**config.mk**
```make
export PLATFORM = sky130hd
export DESIGN_NAME = sat_alu
export DESIGN_NICKNAME = d
export VERILOG_FILES = /design/src/rtl/sat_alu_pkg.sv /design/src/rtl/sat_alu_plain.sv /design/src/rtl/sat_alu_mac.sv /design/src/rtl/sat_alu_clamp.sv /design/src/rtl/sat_alu.sv
export SDC_FILE = /design/constraint.sdc
export NUM_CORES = 2
export LEC_CHECK = 0
export BUFFER_PORTS_ARGS = -buffer_cell sky130_fd_sc_hd__buf_4
export CAP_MARGIN = 20
export CORE_UTILIZATION = 30
export DETAILED_ROUTE_END_ITERATION = 10
export PLACE_DENSITY_LB_ADDON = 0.2
export SLEW_MARGIN = 20
export SYNTH_ARGS = -nofsm -noshare
export SYNTH_HDL_FRONTEND = slang
export SYNTH_SLANG_ARGS = --single-unit
```
**constraint.sdc**
```tcl
create_clock -name clk_i -period 8.3 [get_ports clk_i]
set_clock_uncertainty 0.2 [all_clocks]
set_input_delay 1.66 -clock clk_i [delete_from_list [all_inputs] [get_ports clk_i]]
set_output_delay 1.66 -clock clk_i [all_outputs]
set_load 0.02 [all_outputs]
```
**src/rtl/sat_alu_pkg.sv**
```systemverilog
package sat_alu_pkg;
  typedef enum logic [1:0] {
    OP_ADD = 2'b00,
    OP_SUB = 2'b01,
    OP_MAC = 2'b10,
    OP_MSC = 2'b11
  } op_e;

  typedef enum logic [1:0] {
    ACC_WRAP  = 2'b00,
    ACC_Q1_63 = 2'b01,
    ACC_Q2_62 = 2'b10,
    ACC_Q1_31 = 2'b11
  } acc_mode_e;
endpackage

```
**src/rtl/sat_alu_plain.sv**
```systemverilog
module sat_alu_plain #(
  parameter int DATA_W = 64,
  parameter int ACC_W  = 72,
  parameter int EXT_W  = ACC_W + 2
) (
  input  logic                    sub_i,
  input  logic                    wide_i,
  input  logic                    unsigned_i,
  input  logic                    sat_off_i,
  input  logic [DATA_W-1:0]       a_i,
  input  logic [DATA_W-1:0]       b_i,
  output logic signed [EXT_W-1:0] raw_o,
  output logic [ACC_W-1:0]        wrap_o,
  output logic signed [EXT_W-1:0] max_o,
  output logic signed [EXT_W-1:0] min_o,
  output logic                    sat_en_o
);
  localparam int HALF_W = DATA_W / 2;
  localparam logic signed [EXT_W-1:0] ONE   = EXT_W'(1);
  localparam logic signed [EXT_W-1:0] TOP_W = ONE <<< (DATA_W - 1);
  localparam logic signed [EXT_W-1:0] TOP_H = ONE <<< (HALF_W - 1);

  logic [DATA_W-1:0] opnd [2];
  assign opnd[0] = a_i;
  assign opnd[1] = b_i;

  // operand extension per size and signedness
  for (genvar gi = 0; gi < 2; gi++) begin : g_ext
    logic signed [EXT_W-1:0] ext_v;
    always_comb begin
      if (wide_i) begin
        if (unsigned_i) ext_v = EXT_W'(opnd[gi]);
        else            ext_v = EXT_W'($signed(opnd[gi]));
      end else begin
        if (unsigned_i) ext_v = EXT_W'(opnd[gi][HALF_W-1:0]);
        else            ext_v = EXT_W'($signed(opnd[gi][HALF_W-1:0]));
      end
    end
  end

  assign raw_o    = sub_i ? (g_ext[0].ext_v - g_ext[1].ext_v)
                          : (g_ext[0].ext_v + g_ext[1].ext_v);
  assign sat_en_o = !sat_off_i;

  logic signed [EXT_W-1:0] top;
  always_comb begin
    top = wide_i ? TOP_W : TOP_H;
    if (unsigned_i) begin
      max_o = (top <<< 1) - ONE;
      min_o = '0;
    end else begin
      max_o = top - ONE;
      min_o = -top;
    end
  end

  always_comb begin
    if (wide_i) begin
      if (unsigned_i) wrap_o = ACC_W'(raw_o[DATA_W-1:0]);
      else            wrap_o = ACC_W'($signed(raw_o[DATA_W-1:0]));
    end else begin
      if (unsigned_i) wrap_o = ACC_W'(raw_o[HALF_W-1:0]);
      else            wrap_o = ACC_W'($signed(raw_o[HALF_W-1:0]));
    end
  end
endmodule

```
**src/rtl/sat_alu_mac.sv**
```systemverilog
module sat_alu_mac
  import sat_alu_pkg::*;
#(
  parameter int HALF_W = 32,
  parameter int ACC_W  = 72,
  parameter int EXT_W  = ACC_W + 2
) (
  input  logic                    sub_i,
  input  logic [1:0]              mode_i,
  input  logic [HALF_W-1:0]       a_i,
  input  logic [HALF_W-1:0]       b_i,
  input  logic [ACC_W-1:0]        acc_i,
  output logic signed [EXT_W-1:0] raw_o,
  output logic [ACC_W-1:0]        wrap_o,
  output logic signed [EXT_W-1:0] max_o,
  output logic signed [EXT_W-1:0] min_o,
  output logic                    sat_en_o
);
  localparam int PROD_W = 2 * HALF_W;
  localparam logic signed [EXT_W-1:0] ONE   = EXT_W'(1);
  localparam logic signed [EXT_W-1:0] Q1_63 = ONE <<< (PROD_W - 1);
  localparam logic signed [EXT_W-1:0] Q2_62 = ONE <<< (PROD_W - 2);
  localparam logic signed [EXT_W-1:0] Q1_31 = ONE <<< (HALF_W - 1);

  logic signed [PROD_W-1:0] prod;
  logic signed [EXT_W-1:0]  prod_x, acc_x;
  acc_mode_e                mode;

  assign prod   = $signed(a_i) * $signed(b_i);
  assign prod_x = EXT_W'(prod);
  assign acc_x  = EXT_W'($signed(acc_i));
  assign raw_o  = sub_i ? (acc_x - prod_x) : (acc_x + prod_x);
  assign wrap_o = raw_o[ACC_W-1:0];
  assign mode   = acc_mode_e'(mode_i);

  logic signed [EXT_W-1:0] half_rng;
  always_comb begin
    sat_en_o = 1'b1;
    case (mode)
      ACC_Q1_63: half_rng = Q1_63;
      ACC_Q2_62: half_rng = Q2_62;
      ACC_Q1_31: half_rng = Q1_31;
      default: begin
        half_rng = Q1_63;
        sat_en_o = 1'b0;
      end
    endcase
    max_o = half_rng - ONE;
    min_o = -half_rng;
  end
endmodule

```
**src/rtl/sat_alu_clamp.sv**
```systemverilog
module sat_alu_clamp #(
  parameter int ACC_W = 72,
  parameter int EXT_W = ACC_W + 2
) (
  input  logic signed [EXT_W-1:0] raw_i,
  input  logic [ACC_W-1:0]        wrap_i,
  input  logic signed [EXT_W-1:0] max_i,
  input  logic signed [EXT_W-1:0] min_i,
  input  logic                    sat_en_i,
  output logic [ACC_W-1:0]        res_o,
  output logic                    ovf_o,
  output logic                    unf_o
);
  logic above, below;
  assign above = raw_i > max_i;
  assign below = raw_i < min_i;

  always_comb begin
    ovf_o = sat_en_i && above;
    unf_o = sat_en_i && below && !above;
    if (ovf_o)      res_o = max_i[ACC_W-1:0];
    else if (unf_o) res_o = min_i[ACC_W-1:0];
    else            res_o = wrap_i;
  end
endmodule

```
**src/rtl/sat_alu.sv**
```systemverilog
module sat_alu
  import sat_alu_pkg::*;
#(
  parameter int DATA_W = 64,
  parameter int ACC_W  = 72
) (
  input  logic              clk_i,
  input  logic              rst_ni,
  input  logic              valid_i,
  input  logic [1:0]        op_i,
  input  logic              wide_i,
  input  logic              unsigned_i,
  input  logic              sat_off_i,
  input  logic [1:0]        acc_mode_i,
  input  logic [DATA_W-1:0] a_i,
  input  logic [DATA_W-1:0] b_i,
  input  logic [ACC_W-1:0]  acc_i,
  output logic              valid_o,
  output logic [ACC_W-1:0]  res_o,
  output logic              ovf_o,
  output logic              unf_o
);
  localparam int HALF_W = DATA_W / 2;
  localparam int EXT_W  = ACC_W + 2;

  op_e  op;
  logic is_mac;
  assign op     = op_e'(op_i);
  assign is_mac = (op == OP_MAC) || (op == OP_MSC);

  logic signed [EXT_W-1:0] p_raw, p_max, p_min, m_raw, m_max, m_min;
  logic [ACC_W-1:0]        p_wrap, m_wrap;
  logic                    p_en, m_en;

  sat_alu_plain #(.DATA_W(DATA_W), .ACC_W(ACC_W), .EXT_W(EXT_W)) plain_i (
    .sub_i      (op_i[0]),
    .wide_i     (wide_i),
    .unsigned_i (unsigned_i),
    .sat_off_i  (sat_off_i),
    .a_i        (a_i),
    .b_i        (b_i),
    .raw_o      (p_raw),
    .wrap_o     (p_wrap),
    .max_o      (p_max),
    .min_o      (p_min),
    .sat_en_o   (p_en)
  );

  sat_alu_mac #(.HALF_W(HALF_W), .ACC_W(ACC_W), .EXT_W(EXT_W)) mac_i (
    .sub_i    (op_i[0]),
    .mode_i   (acc_mode_i),
    .a_i      (a_i[HALF_W-1:0]),
    .b_i      (b_i[HALF_W-1:0]),
    .acc_i    (acc_i),
    .raw_o    (m_raw),
    .wrap_o   (m_wrap),
    .max_o    (m_max),
    .min_o    (m_min),
    .sat_en_o (m_en)
  );

  // stage 1: raw result and its bounds
  logic                    s1_valid, s1_sat_en;
  logic signed [EXT_W-1:0] s1_raw, s1_max, s1_min;
  logic [ACC_W-1:0]        s1_wrap;

  always_ff @(posedge clk_i or negedge rst_ni) begin
    if (!rst_ni) begin
      s1_valid  <= 1'b0;
      s1_sat_en <= 1'b0;
      s1_raw    <= '0;
      s1_max    <= '0;
      s1_min    <= '0;
      s1_wrap   <= '0;
    end else begin
      s1_valid <= valid_i;
      if (valid_i) begin
        s1_sat_en <= is_mac ? m_en   : p_en;
        s1_raw    <= is_mac ? m_raw  : p_raw;
        s1_max    <= is_mac ? m_max  : p_max;
        s1_min    <= is_mac ? m_min  : p_min;
        s1_wrap   <= is_mac ? m_wrap : p_wrap;
      end
    end
  end

  // stage 2: clamp and register
  logic [ACC_W-1:0] c_res;
  logic             c_ovf, c_unf;

  sat_alu_clamp #(.ACC_W(ACC_W), .EXT_W(EXT_W)) clamp_i (
    .raw_i    (s1_raw),
    .wrap_i   (s1_wrap),
    .max_i    (s1_max),
    .min_i    (s1_min),
    .sat_en_i (s1_sat_en),
    .res_o    (c_res),
    .ovf_o    (c_ovf),
    .unf_o    (c_unf)
  );

  always_ff @(posedge clk_i or negedge rst_ni) begin
    if (!rst_ni) begin
      valid_o <= 1'b0;
      res_o   <= '0;
      ovf_o   <= 1'b0;
      unf_o   <= 1'b0;
    end else begin
      valid_o <= s1_valid;
      ovf_o   <= s1_valid && c_ovf;
      unf_o   <= s1_valid && c_unf;
      if (s1_valid) res_o <= c_res;
    end
  end

  AST_ONE_FLAG: assert property (@(posedge clk_i) disable iff (!rst_ni)
    !(ovf_o && unf_o));
  AST_FLAG_WITH_VALID: assert property (@(posedge clk_i) disable iff (!rst_ni)
    (ovf_o || unf_o) |-> valid_o);
  AST_ISSUE_TO_STAGE: assert property (@(posedge clk_i) disable iff (!rst_ni)
    valid_i |=> s1_valid);
  AST_STAGE_TO_OUT: assert property (@(posedge clk_i) disable iff (!rst_ni)
    s1_valid |=> valid_o);
  AST_NO_SAT_NO_FLAG: assert property (@(posedge clk_i) disable iff (!rst_ni)
    (s1_valid && !s1_sat_en) |=> (!ovf_o && !unf_o));
  AST_OVF_TAKES_MAX: assert property (@(posedge clk_i) disable iff (!rst_ni)
    (s1_valid && s1_sat_en && (s1_raw > s1_max)) |=>
      (ovf_o && res_o == $past(s1_max[ACC_W-1:0])));
  AST_UNF_TAKES_MIN: assert property (@(posedge clk_i) disable iff (!rst_ni)
    (s1_valid && s1_sat_en && (s1_raw < s1_min)) |=>
      (unf_o && res_o == $past(s1_min[ACC_W-1:0])));
  AST_PLAIN_MODE_BLIND: assert property (@(posedge clk_i) disable iff (!rst_ni)
    (valid_i && !op_i[1]) |=> (s1_sat_en == !$past(sat_off_i)));
endmodule

```
==> run summary <==
die area - 205,400 sq um
slowest cell delay on critical path - 0.57 ns
fin crit period - 12.00 ns
FF+latch count, synth - 200
Core Rows - 165
core area - 202,300 sq um
Crit path max-delay family - adder cells
Clock Latency Late Sink - 0.47 ns
RSZ-0062 raised after global routing - true
gpl congestion - 0.9259
initial antenna violation count - 14
WL per Instance - 20.39 microns
first-pass detailed-route iteration total - 8
Global Route Usage Sum - 22.36%
Net Count, Synth - 9,083
final worst-path cycle share - 144.5%
worst slew pin tran - 1.091 ns
cts hold-fix bufs - 0
Setup crit end kind - register
layout overhead on the synthesized area - 31.68%
CP Data Required Time - 8.50 ns
Port Buffers - 284
CTS buffer count - 17
max capacitance violation total - 0
layout cells sized above 1 - 26.47%
final worst slack - -3.697 ns
worst path bufs/invs - 12
FFs w/ async S/R, synth - 100.0%
initial cell density of the core - 30.19%
Ys Warns - 0
grt ovf - 0
setup violators final - 103
DRC - 0
crit path max fanout - 5
most used cell, CP - fa_1
Slew Limit Fails - 0
critical path's slowest cell - fa_1
first-pass GRT wire length - 354.8 mm
Ports - 285
Clock Pin Slew Worst Setup and Hold Paths - 0.08 ns
DRT Wirelength - 229.9 mm
Synth area leaders - fa_1, ha_1, dfrtp_1
Synth cell types - 102
ANT nets after route - 0
Longest Clk Path Bufs - 2
Final Hold Violating Endpoints - 0
sequential area share after synthesis - 8.195%
DR vias - 55,240
status - finished with violations
min-delay src - s1_wrap[40]$_DFFE_PN0P_
area leader, netlist - fa_1
failing checks - setup timing
Post-DP HPWL - 197.3 mm
ys flop type - dfrtp_1
Worst setup SP type - primary input
Worst R2R Start - s1_max[61]$_DFFE_PN0P_
f_max - 83.36 MHz
Slew Limit Headroom - 26.83%
via count of the first global-routing pass - 58,880
Yosys top cell area share - 35.53%
syn_area_per_cell - 8.321 sq um
Fin Hold WS - 0.2968 ns
CP Class - primary input to register
Setup crit start - a_i[9]
Worst Path Arrival - 12.19 ns
HP Class - register to register
Vias/cell - 4.900
CTS tree - yes
pin count of the biggest net entering global routing - 127
Sink Count - 200
H-tree depth - 4
Final nets - 10,330
clock root cell - clkbuf_16
Syn Inst Count - 7,340
Die Width - 453.2 microns
chip height - 453.2 microns
mapped cell area - 61,070 sq um
DRT iter0 DRCs - 3,088
Post-synth EDFFs - 0
stage by stage:
stage / TNS [ns] / utilization [%] / cell area [sq um] / setup WS (ns) / instances
floorplan: -267.35 / - / 62040 / -3.595 / 7340
global placement: -400.43 / 36.81 / 74480 / -4.856 / 11050
detailed placement: -403.57 / 36.82 / 74490 / -4.913 / 11050
CTS: -294.38 / 38.71 / 78320 / -3.616 / 11200
global route: -324.97 / 39.75 / 80420 / -4.010 / 11270
finish: -293.39 / 39.75 / 80420 / -3.697 / 11270
metal layers:
metal	vias up	GRT usage (%)	part of all wire, %
li1	25870	-	-
met1	27950	29.68	44
met2	1170	39.27	49
met3	256	1.446	3.6
met4	0	5.567	3.0
met5	-	0	0
registers in the layout (all words and copies together), names as in the netlist:
register   cells
ovf_o          1
s1_raw        74
s1_wrap       40
s1_valid       1
s1_max         6
s1_min         3
s1_sat_en      1
unf_o          1
res_o         72
valid_o        1
synth_stat cells (10+ instances only):
| cell type | count |
|---|---|
| a211o_1 | 11 |
| a211oi_1 | 28 |
| a21boi_0 | 17 |
| a21o_1 | 162 |
| a21oi_1 | 517 |
| a221oi_1 | 15 |
| a22oi_1 | 20 |
| a31oi_1 | 63 |
| and2_1 | 582 |
| and3_1 | 44 |
| and4_1 | 11 |
| buf_1 | 30 |
| clkbuf_1 | 351 |
| dfrtp_1 | 200 |
| fa_1 | 1084 |
| ha_1 | 449 |
| inv_1 | 1243 |
| mux2i_1 | 14 |
| nand2_1 | 775 |
| nand2b_1 | 36 |
| nand3_1 | 93 |
| nand4_1 | 72 |
| nor2_1 | 466 |
| nor2b_1 | 42 |
| nor3_1 | 103 |
| nor4_1 | 25 |
| o211a_1 | 10 |
| o211ai_1 | 35 |
| o21a_1 | 47 |
| o21ai_0 | 199 |
| o21ai_1 | 10 |
| o21bai_1 | 31 |
| o221ai_1 | 10 |
| o22ai_1 | 10 |
| o31ai_1 | 30 |
| or3_1 | 24 |
| xnor2_1 | 173 |
| xor2_1 | 115 |
kinds of logic after synthesis:
group / count (synthesis) / synth area share (%)
AND/OR/NAND/NOR: 2332 / 18.65
buffers and inverters: 1639 / 10.16
adder cells (fa/ha/maj): 1533 / 44.73
AO/OA/AOI/OAI: 1329 / 13.81
XOR/XNOR: 289 / 4.157
flip-flops: 200 / 8.195
multiplexers: 18 / 0.3032
repair_timing:
item | in CTS | in global routing
pin swaps | 326 | 254
setup endpoints to repair | 105 | 105
gates cloned | 2 | 2
buffers inserted | 127 | 66
gates resized for setup | 519 | 361
cell type report:
class | count | area, sq um
Antenna cell | 5 | 12.51
Sequential cell | 200 | 5006
Timing Repair Buffer | 1618 | 13540
Tap cell | 2672 | 3343
Clock inverter | 15 | 187.7
Fill cell | 20610 | 121900
Inverter | 1244 | 4684
Multi-Input combinational cell | 5501 | 53230
Clock buffer | 17 | 425.4
placed cells by master (no fill, tap or decap), drive strengths merged, types with 42 or more instances in the layout:
cell / instances
buf: 1614
inv: 1246
fa: 1084
nand2: 775
and2: 583
a21oi: 519
nor2: 466
ha: 449
o21ai: 209
dfrtp: 200
xnor2: 173
a21o: 162
xor2: 116
nor3: 103
nand3: 94
nand4: 73
a31oi: 64
o21a: 48
and3: 44
nor2b: 42
final timing paths:
path                                      endpoint  slack [ns]  cells after the start
max                         s1_raw[66]$_DFFE_PN0P_       -3.70                     44
min                        s1_wrap[40]$_DFFE_PN0P_        0.30                      1
max reg2reg                  res_o[65]$_DFFE_PN0P_        3.04                     17
min reg2reg                s1_wrap[40]$_DFFE_PN0P_        0.30                      1
max in group asynchronous    res_o[57]$_DFFE_PN0P_        5.28                      2
min in group asynchronous          ovf_o$_DFF_PN0_        1.09                      1
Power is not shown: default switching activity piles up to over one toggle a cycle in this logic, so the estimate is an artifact.
